## src/rtl/ohrx_pkg.sv

```systemverilog
package ohrx_pkg;

    localparam int DIV_RATIO  = 3;
    localparam int ROWS       = 4;
    localparam int ROW_BITS   = 128;
    localparam int IDLE_BITS  = 42;
    localparam int ROW_PERIOD = ROW_BITS + IDLE_BITS;
    localparam int FRAME_LEN  = ROWS * ROW_PERIOD;
    localparam int SET_BITS   = ROWS * ROW_BITS;
    localparam int CNT_W      = $clog2(FRAME_LEN + 1);

    typedef logic [CNT_W-1:0] slot_cnt_t;

    typedef struct packed {
        logic in_field;
        logic last_bit;
    } slot_info_t;

    function automatic slot_info_t decode_slot(input slot_cnt_t c);
        slot_info_t r;
        int off;
        int row;
        int col;
        off = int'(c) - 1;
        row = off / ROW_PERIOD;
        col = off % ROW_PERIOD;
        r.in_field = (col < ROW_BITS);
        r.last_bit = (row == ROWS - 1) && (col == ROW_BITS - 1);
        return r;
    endfunction

endpackage

```

## src/rtl/ohrx_clkdiv.sv

```systemverilog
module ohrx_clkdiv #(
    parameter int DIV = 3
) (
    input  logic clk,
    input  logic rst,
    output logic ce,
    output logic slow_clk
);
    localparam int PH_W = (DIV > 2) ? $clog2(DIV) : 1;
    localparam int HI   = (DIV + 1) / 2;

    logic [PH_W-1:0] phase;

    assign ce       = (phase == PH_W'(DIV - 1));
    assign slow_clk = (phase < PH_W'(HI));

    always_ff @(posedge clk) begin
        if (rst)     phase <= '0;
        else if (ce) phase <= '0;
        else         phase <= phase + 1'b1;
    end

    // Independent spacing counter used only by the check below
    logic [PH_W:0] gap;
    logic          seen;
    always_ff @(posedge clk) begin
        if (rst) begin
            gap  <= '0;
            seen <= 1'b0;
        end else if (ce) begin
            gap  <= '0;
            seen <= 1'b1;
        end else begin
            gap  <= gap + 1'b1;
        end
    end

    a_r1_ce_spacing: assert property (@(posedge clk) disable iff (rst)
        (ce && seen) |-> (gap == (PH_W+1)'(DIV - 1)));
    a_r1_rise_at_sample: assert property (@(posedge clk) disable iff (rst)
        ce |=> slow_clk);

endmodule

```

## src/rtl/ohrx_framer.sv

```systemverilog
module ohrx_framer
    import ohrx_pkg::*;
(
    input  logic       clk,
    input  logic       rst,
    input  logic       ce,
    input  logic       fs,
    output logic       tick,
    output slot_info_t info,
    output logic       armed,
    output logic       misalign
);
    slot_cnt_t cnt;
    slot_cnt_t cur;
    logic      active;

    assign active = fs | armed;
    assign tick   = ce & active;

    always_comb begin
        if (fs || cnt == slot_cnt_t'(FRAME_LEN)) cur = slot_cnt_t'(1);
        else                                     cur = cnt + 1'b1;
    end

    assign info = decode_slot(cur);

    always_ff @(posedge clk) begin
        if (rst) begin
            cnt      <= '0;
            armed    <= 1'b0;
            misalign <= 1'b0;
        end else if (tick) begin
            cnt   <= cur;
            armed <= 1'b1;
            if (fs && armed && cnt != slot_cnt_t'(FRAME_LEN))
                misalign <= 1'b1;
        end
    end

    a_r2_sync_restart: assert property (@(posedge clk) disable iff (rst)
        (ce && fs) |=> (cnt == slot_cnt_t'(1)));
    a_r7_free_wrap: assert property (@(posedge clk) disable iff (rst)
        (ce && armed && !fs && cnt == slot_cnt_t'(FRAME_LEN)) |=> (cnt == slot_cnt_t'(1)));
    a_r9_idle_count: assert property (@(posedge clk) disable iff (rst)
        armed |-> (cnt >= slot_cnt_t'(1) && cnt <= slot_cnt_t'(FRAME_LEN)));
    a_r9_no_flag_unarmed: assert property (@(posedge clk) disable iff (rst)
        !armed |-> !misalign);

endmodule

```

## src/rtl/ohrx_deser.sv

```systemverilog
module ohrx_deser
    import ohrx_pkg::*;
(
    input  logic                clk,
    input  logic                rst,
    input  logic                tick,
    input  slot_info_t          info,
    input  logic                sd,
    output logic                set_valid,
    output logic [SET_BITS-1:0] set_data
);
    logic [SET_BITS-1:0] shreg;
    logic [SET_BITS-1:0] shreg_nx;

    assign shreg_nx = {shreg[SET_BITS-2:0], sd};

    always_ff @(posedge clk) begin
        if (rst) begin
            shreg     <= '0;
            set_data  <= '0;
            set_valid <= 1'b0;
        end else begin
            set_valid <= 1'b0;
            if (tick && info.in_field) begin
                shreg <= shreg_nx;
                if (info.last_bit) begin
                    set_data  <= shreg_nx;
                    set_valid <= 1'b1;
                end
            end
        end
    end

    a_r4_idle_no_shift: assert property (@(posedge clk) disable iff (rst)
        (tick && !info.in_field) |=> $stable(shreg));

endmodule

```

## src/rtl/ohrx_top.sv

```systemverilog
module ohrx_top
    import ohrx_pkg::*;
(
    input  logic                clk,
    input  logic                rst,
    output logic                oh_clk,
    input  logic                oh_fs,
    input  logic                oh_sd,
    output logic                oh_valid,
    output logic [SET_BITS-1:0] oh_data,
    output logic                oh_misalign
);
    logic       ce;
    logic       tick;
    logic       armed;
    slot_info_t info;

    ohrx_clkdiv #(.DIV(DIV_RATIO)) u_div (
        .clk      (clk),
        .rst      (rst),
        .ce       (ce),
        .slow_clk (oh_clk)
    );

    ohrx_framer u_frm (
        .clk      (clk),
        .rst      (rst),
        .ce       (ce),
        .fs       (oh_fs),
        .tick     (tick),
        .info     (info),
        .armed    (armed),
        .misalign (oh_misalign)
    );

    ohrx_deser u_des (
        .clk       (clk),
        .rst       (rst),
        .tick      (tick),
        .info      (info),
        .sd        (oh_sd),
        .set_valid (oh_valid),
        .set_data  (oh_data)
    );

    a_r5_single_strobe: assert property (@(posedge clk) disable iff (rst)
        oh_valid |=> !oh_valid);
    a_r6_hold_between: assert property (@(posedge clk) disable iff (rst)
        !$stable(oh_data) |-> oh_valid);
    a_r8_sticky_flag: assert property (@(posedge clk) disable iff (rst)
        oh_misalign |=> oh_misalign);
    a_r9_no_strobe_unarmed: assert property (@(posedge clk) disable iff (rst)
        !armed |-> !oh_valid);

endmodule

```

## config.mk

```make
export PLATFORM = sky130hd
export DESIGN_NAME = ohrx_top
export DESIGN_NICKNAME = d
export VERILOG_FILES = /design/src/rtl/ohrx_pkg.sv /design/src/rtl/ohrx_clkdiv.sv /design/src/rtl/ohrx_framer.sv /design/src/rtl/ohrx_deser.sv /design/src/rtl/ohrx_top.sv
export SDC_FILE = /design/constraint.sdc
export NUM_CORES = 2
export LEC_CHECK = 0
export ABC_AREA = 1
export BUFFER_PORTS_ARGS = -buffer_cell sky130_fd_sc_hd__buf_4
export CELL_PAD_IN_SITES_DETAIL_PLACEMENT = 2
export CELL_PAD_IN_SITES_GLOBAL_PLACEMENT = 2
export CORE_ASPECT_RATIO = 1.25
export CORE_MARGIN = 5
export CORE_UTILIZATION = 29
export CTS_CLUSTER_DIAMETER = 80
export DETAILED_ROUTE_END_ITERATION = 8
export PLACE_DENSITY = 0.88
export REMOVE_ABC_BUFFERS = 1
export SYNTH_ARGS = -nofsm -noshare
export SYNTH_HDL_FRONTEND = slang
export SYNTH_SLANG_ARGS = --single-unit
```

## constraint.sdc

```tcl
create_clock -name clk -period 5.2 [get_ports clk]
set_input_delay 0.26 -clock clk [delete_from_list [all_inputs] [get_ports clk]]
set_output_delay 0.26 -clock clk [all_outputs]
set_load 0.05 [all_outputs]
```

==> run metrics <==
Clock Skew 41.9 ps; Initial Utilization 29.1%; Pleak 30.6 nW; Max FO, Critical Path 18; most numerous cell in the Yosys netlist nand2_1; global-route wire length before repair 365,000 µm; CTS H-tree depth 3; main flop type after synthesis dfxtp_1; Slew @ Worst Pin 1270 ps; # Max-Cap Violations 0; sequential area share after synthesis 45.3%; crit path time final 6130 ps; Remaining DRCs 0; Post-layout nets 7,682; top cells by count, synth nand2_1 (1,648), nor2_1 (1,575), inv_1 (1,073); final hold slack 323 ps; drt first-iter violations 3,450; Final period util 118%; IO Port Bufs 518; failing checks negative setup slack; layout cells sized above 1 23.0%; yosys warns 0; Startpoint Class flip-flop; Yosys cell types 46; Max-Slew Margin vs Limit 15.4%; Seq cells post-synth 1,038; Post-Syn Instances 7,012; top post-synthesis cells by area dfxtp_1 (45%), nand2_1 (13%), nor2_1 (13%); Fin. Hold Viols 0; Netlist Area Pre-Place 45,800 µm²; maximum clock rate 163 MHz; Routed Antenna Nets 0; worst stage delay on the critical path 330 ps; DR vias 51,300; Post-synth EDFFs 0; I/O pin count 519; Peak VDD IR 0.000336 V; RSZ-0062 raised after global routing yes; top cell type by total area after synthesis dfxtp_1; WS Path Type flip-flop to flip-flop; CTS tree done; critical path data required time 5830 ps; Die X-Extent 366 µm; drt total wl 267,000 µm; Via density 5.22; HP Class primary input to flip-flop; Die ar. 166,000 µm²; cell mode on critical path nand2_2; DRT Pass-1 Iters 5; power per standard cell area 520 nW/µm²; clk sinks 1,038; Slowest-stage cell, CP dfxtp_1; GPL Wtd Cong 0.769; status finished, violations left; vias in the first global route 56,700; Arr. time, crit path 6750 ps; gr ovfl total 0; Area Overhead vs Synth 39.0%; initial antenna violation count 4; flop2flop setup slack -930 ps; Slew Viols, Final 0; setup ws final -928 ps; clock tree buffer depth 3; final setup violating endpoints 1,024; Row Count 163; crit end category flip-flop; Avg Inst Size Synth 6.54 µm²; placed wire-length estimate 116,000 µm; Skew-Pair Late Insertion Delay 770 ps; largest net degree at the start of global routing 207; Root Driver clkbuf_16; gr usage total 28.4%; CTS clk-pin slew, worst paths 60 ps; Num CTS Buffers 115; post-DR wirelength/cell 27.2 µm; DIE HEIGHT 455 µm; Core Area 157,000 µm²; Total Power 0.0332 W; Synth async-reset ratio 0%; top-area cell type share of the netlist area 45.3%
power by group:
| group | switching [W] | internal (W) | total [W] |
|---|---|---|---|
| registers | 0.000706 | 0.00850 | 0.00921 |
| clock network | 0.00402 | 0.00477 | 0.00880 |
| logic | 0.00801 | 0.00715 | 0.0152 |
| total | 0.0127 | 0.0204 | 0.0332 |
sequential cells by signal (all words and copies together), names as in the netlist:
register / count
u_des.shreg: 511
u_des.set_data: 512
u_frm.armed: 1
u_frm.cnt: 10
u_div.phase: 2
u_frm.misalign: 1
u_des.set_valid: 1
worst max-delay path, delay by kind of cell, from the launching register on:
family                   cells  cell delay, ps
AO/OA/AOI/OAI                3             450
adder cells (fa/ha/maj)      1             130
buffers and inverters       11            1490
flip-flops                   1             330
AND/OR/NAND/NOR             26            3540
layout by cell type (no fill, tap or decap), types with 4 or more instances in the layout:
master / n
a21oi_1: 510
a21oi_2: 16
buf_12: 79
buf_16: 96
buf_4: 717
buf_6: 51
buf_8: 15
bufbuf_16: 14
bufinv_16: 5
clkbuf_1: 33
clkbuf_16: 138
clkbuf_8: 25
clkinv_2: 13
clkinvlp_4: 4
dfxtp_1: 1036
diode_2: 4
ha_1: 5
ha_4: 6
inv_1: 1060
inv_2: 16
inv_4: 4
inv_6: 5
inv_8: 6
nand2_1: 1458
nand2_2: 143
nand2_4: 68
nand3_1: 457
nand3_2: 74
nand3_4: 28
nand4_1: 24
nor2_1: 1345
nor2_2: 178
nor2_4: 61
o21ai_0: 11
o21ai_4: 5
xor2_1: 8
worst paths after layout:
| check | startpoint | to | cells past startpoint |
|---|---|---|---|
| max | u_frm.cnt[2]$_SDFFE_PP0P_ | u_des.shreg[294]$_SDFFE_PP0P_ | 41 |
| max reg2reg | u_frm.cnt[2]$_SDFFE_PP0P_ | u_des.shreg[294]$_SDFFE_PP0P_ | 41 |
| min | rst | u_des.set_valid$_SDFF_PP0_ | 3 |
| min reg2reg | u_div.phase[0]$_SDFF_PP0_ | u_div.phase[0]$_SDFF_PP0_ | 1 |
timing repair:
action / CTS / global route
cloned: 85 / 23
buffers inserted: 92 / 43
endpoints found under the hold margin: 7 / 0
pin swaps: 161 / 146
hold buffers: 3 / 0
gates resized for setup: 637 / 346
setup endpoints to repair: 1024 / 1024
kinds of logic after synthesis:
group / Yosys count / synth area share, %
AO/OA/AOI/OAI: 559 / 6.21
XOR/XNOR: 12 / 0.229
adder cells (fa/ha/maj): 11 / 0.300
buffers and inverters: 1546 / 14.3
flip-flops: 1038 / 45.3
AND/OR/NAND/NOR: 3846 / 33.6
final cells by class:
type	instances	area (µm²)
diodes	4	10.0
clock buffers	176	3420
clock inverters	29	335
fillers	17800	93700
inverters	1087	4130
multi-input cells	4430	21100
flip-flops and latches	1038	20800
well taps	2062	2580
repair buffers	995	11400
per-layer routing:
layer | part of all wire (%) | up-vias | routed length (µm) | track usage (%)
li1 | - | 22300 | - | -
met1 | 37 | 25900 | 97800 | 30.8
met2 | 51 | 2086 | 136000 | 52.3
met3 | 4.9 | 967 | 13000 | 4.05
met4 | 7.5 | 2 | 20000 | 16.4
met5 | 0.0056 | - | 15 | 0
stage by stage:
stage	TNS (ps)	setup slack [ps]	instance area, µm²	std cells	util (%)
final	-731860	-928	63700	9821	40.5
after CTS	-253980	-358	61900	9760	39.3
after global placement	-445400	-620	52300	9377	33.2
after detailed placement	-917000	-1110	52300	9377	33.2
after global routing	-944170	-1120	63700	9818	40.5
after floorplan	-	-28190	43400	6553	-
No activity file was read; power rests on OpenSTA's default activity.
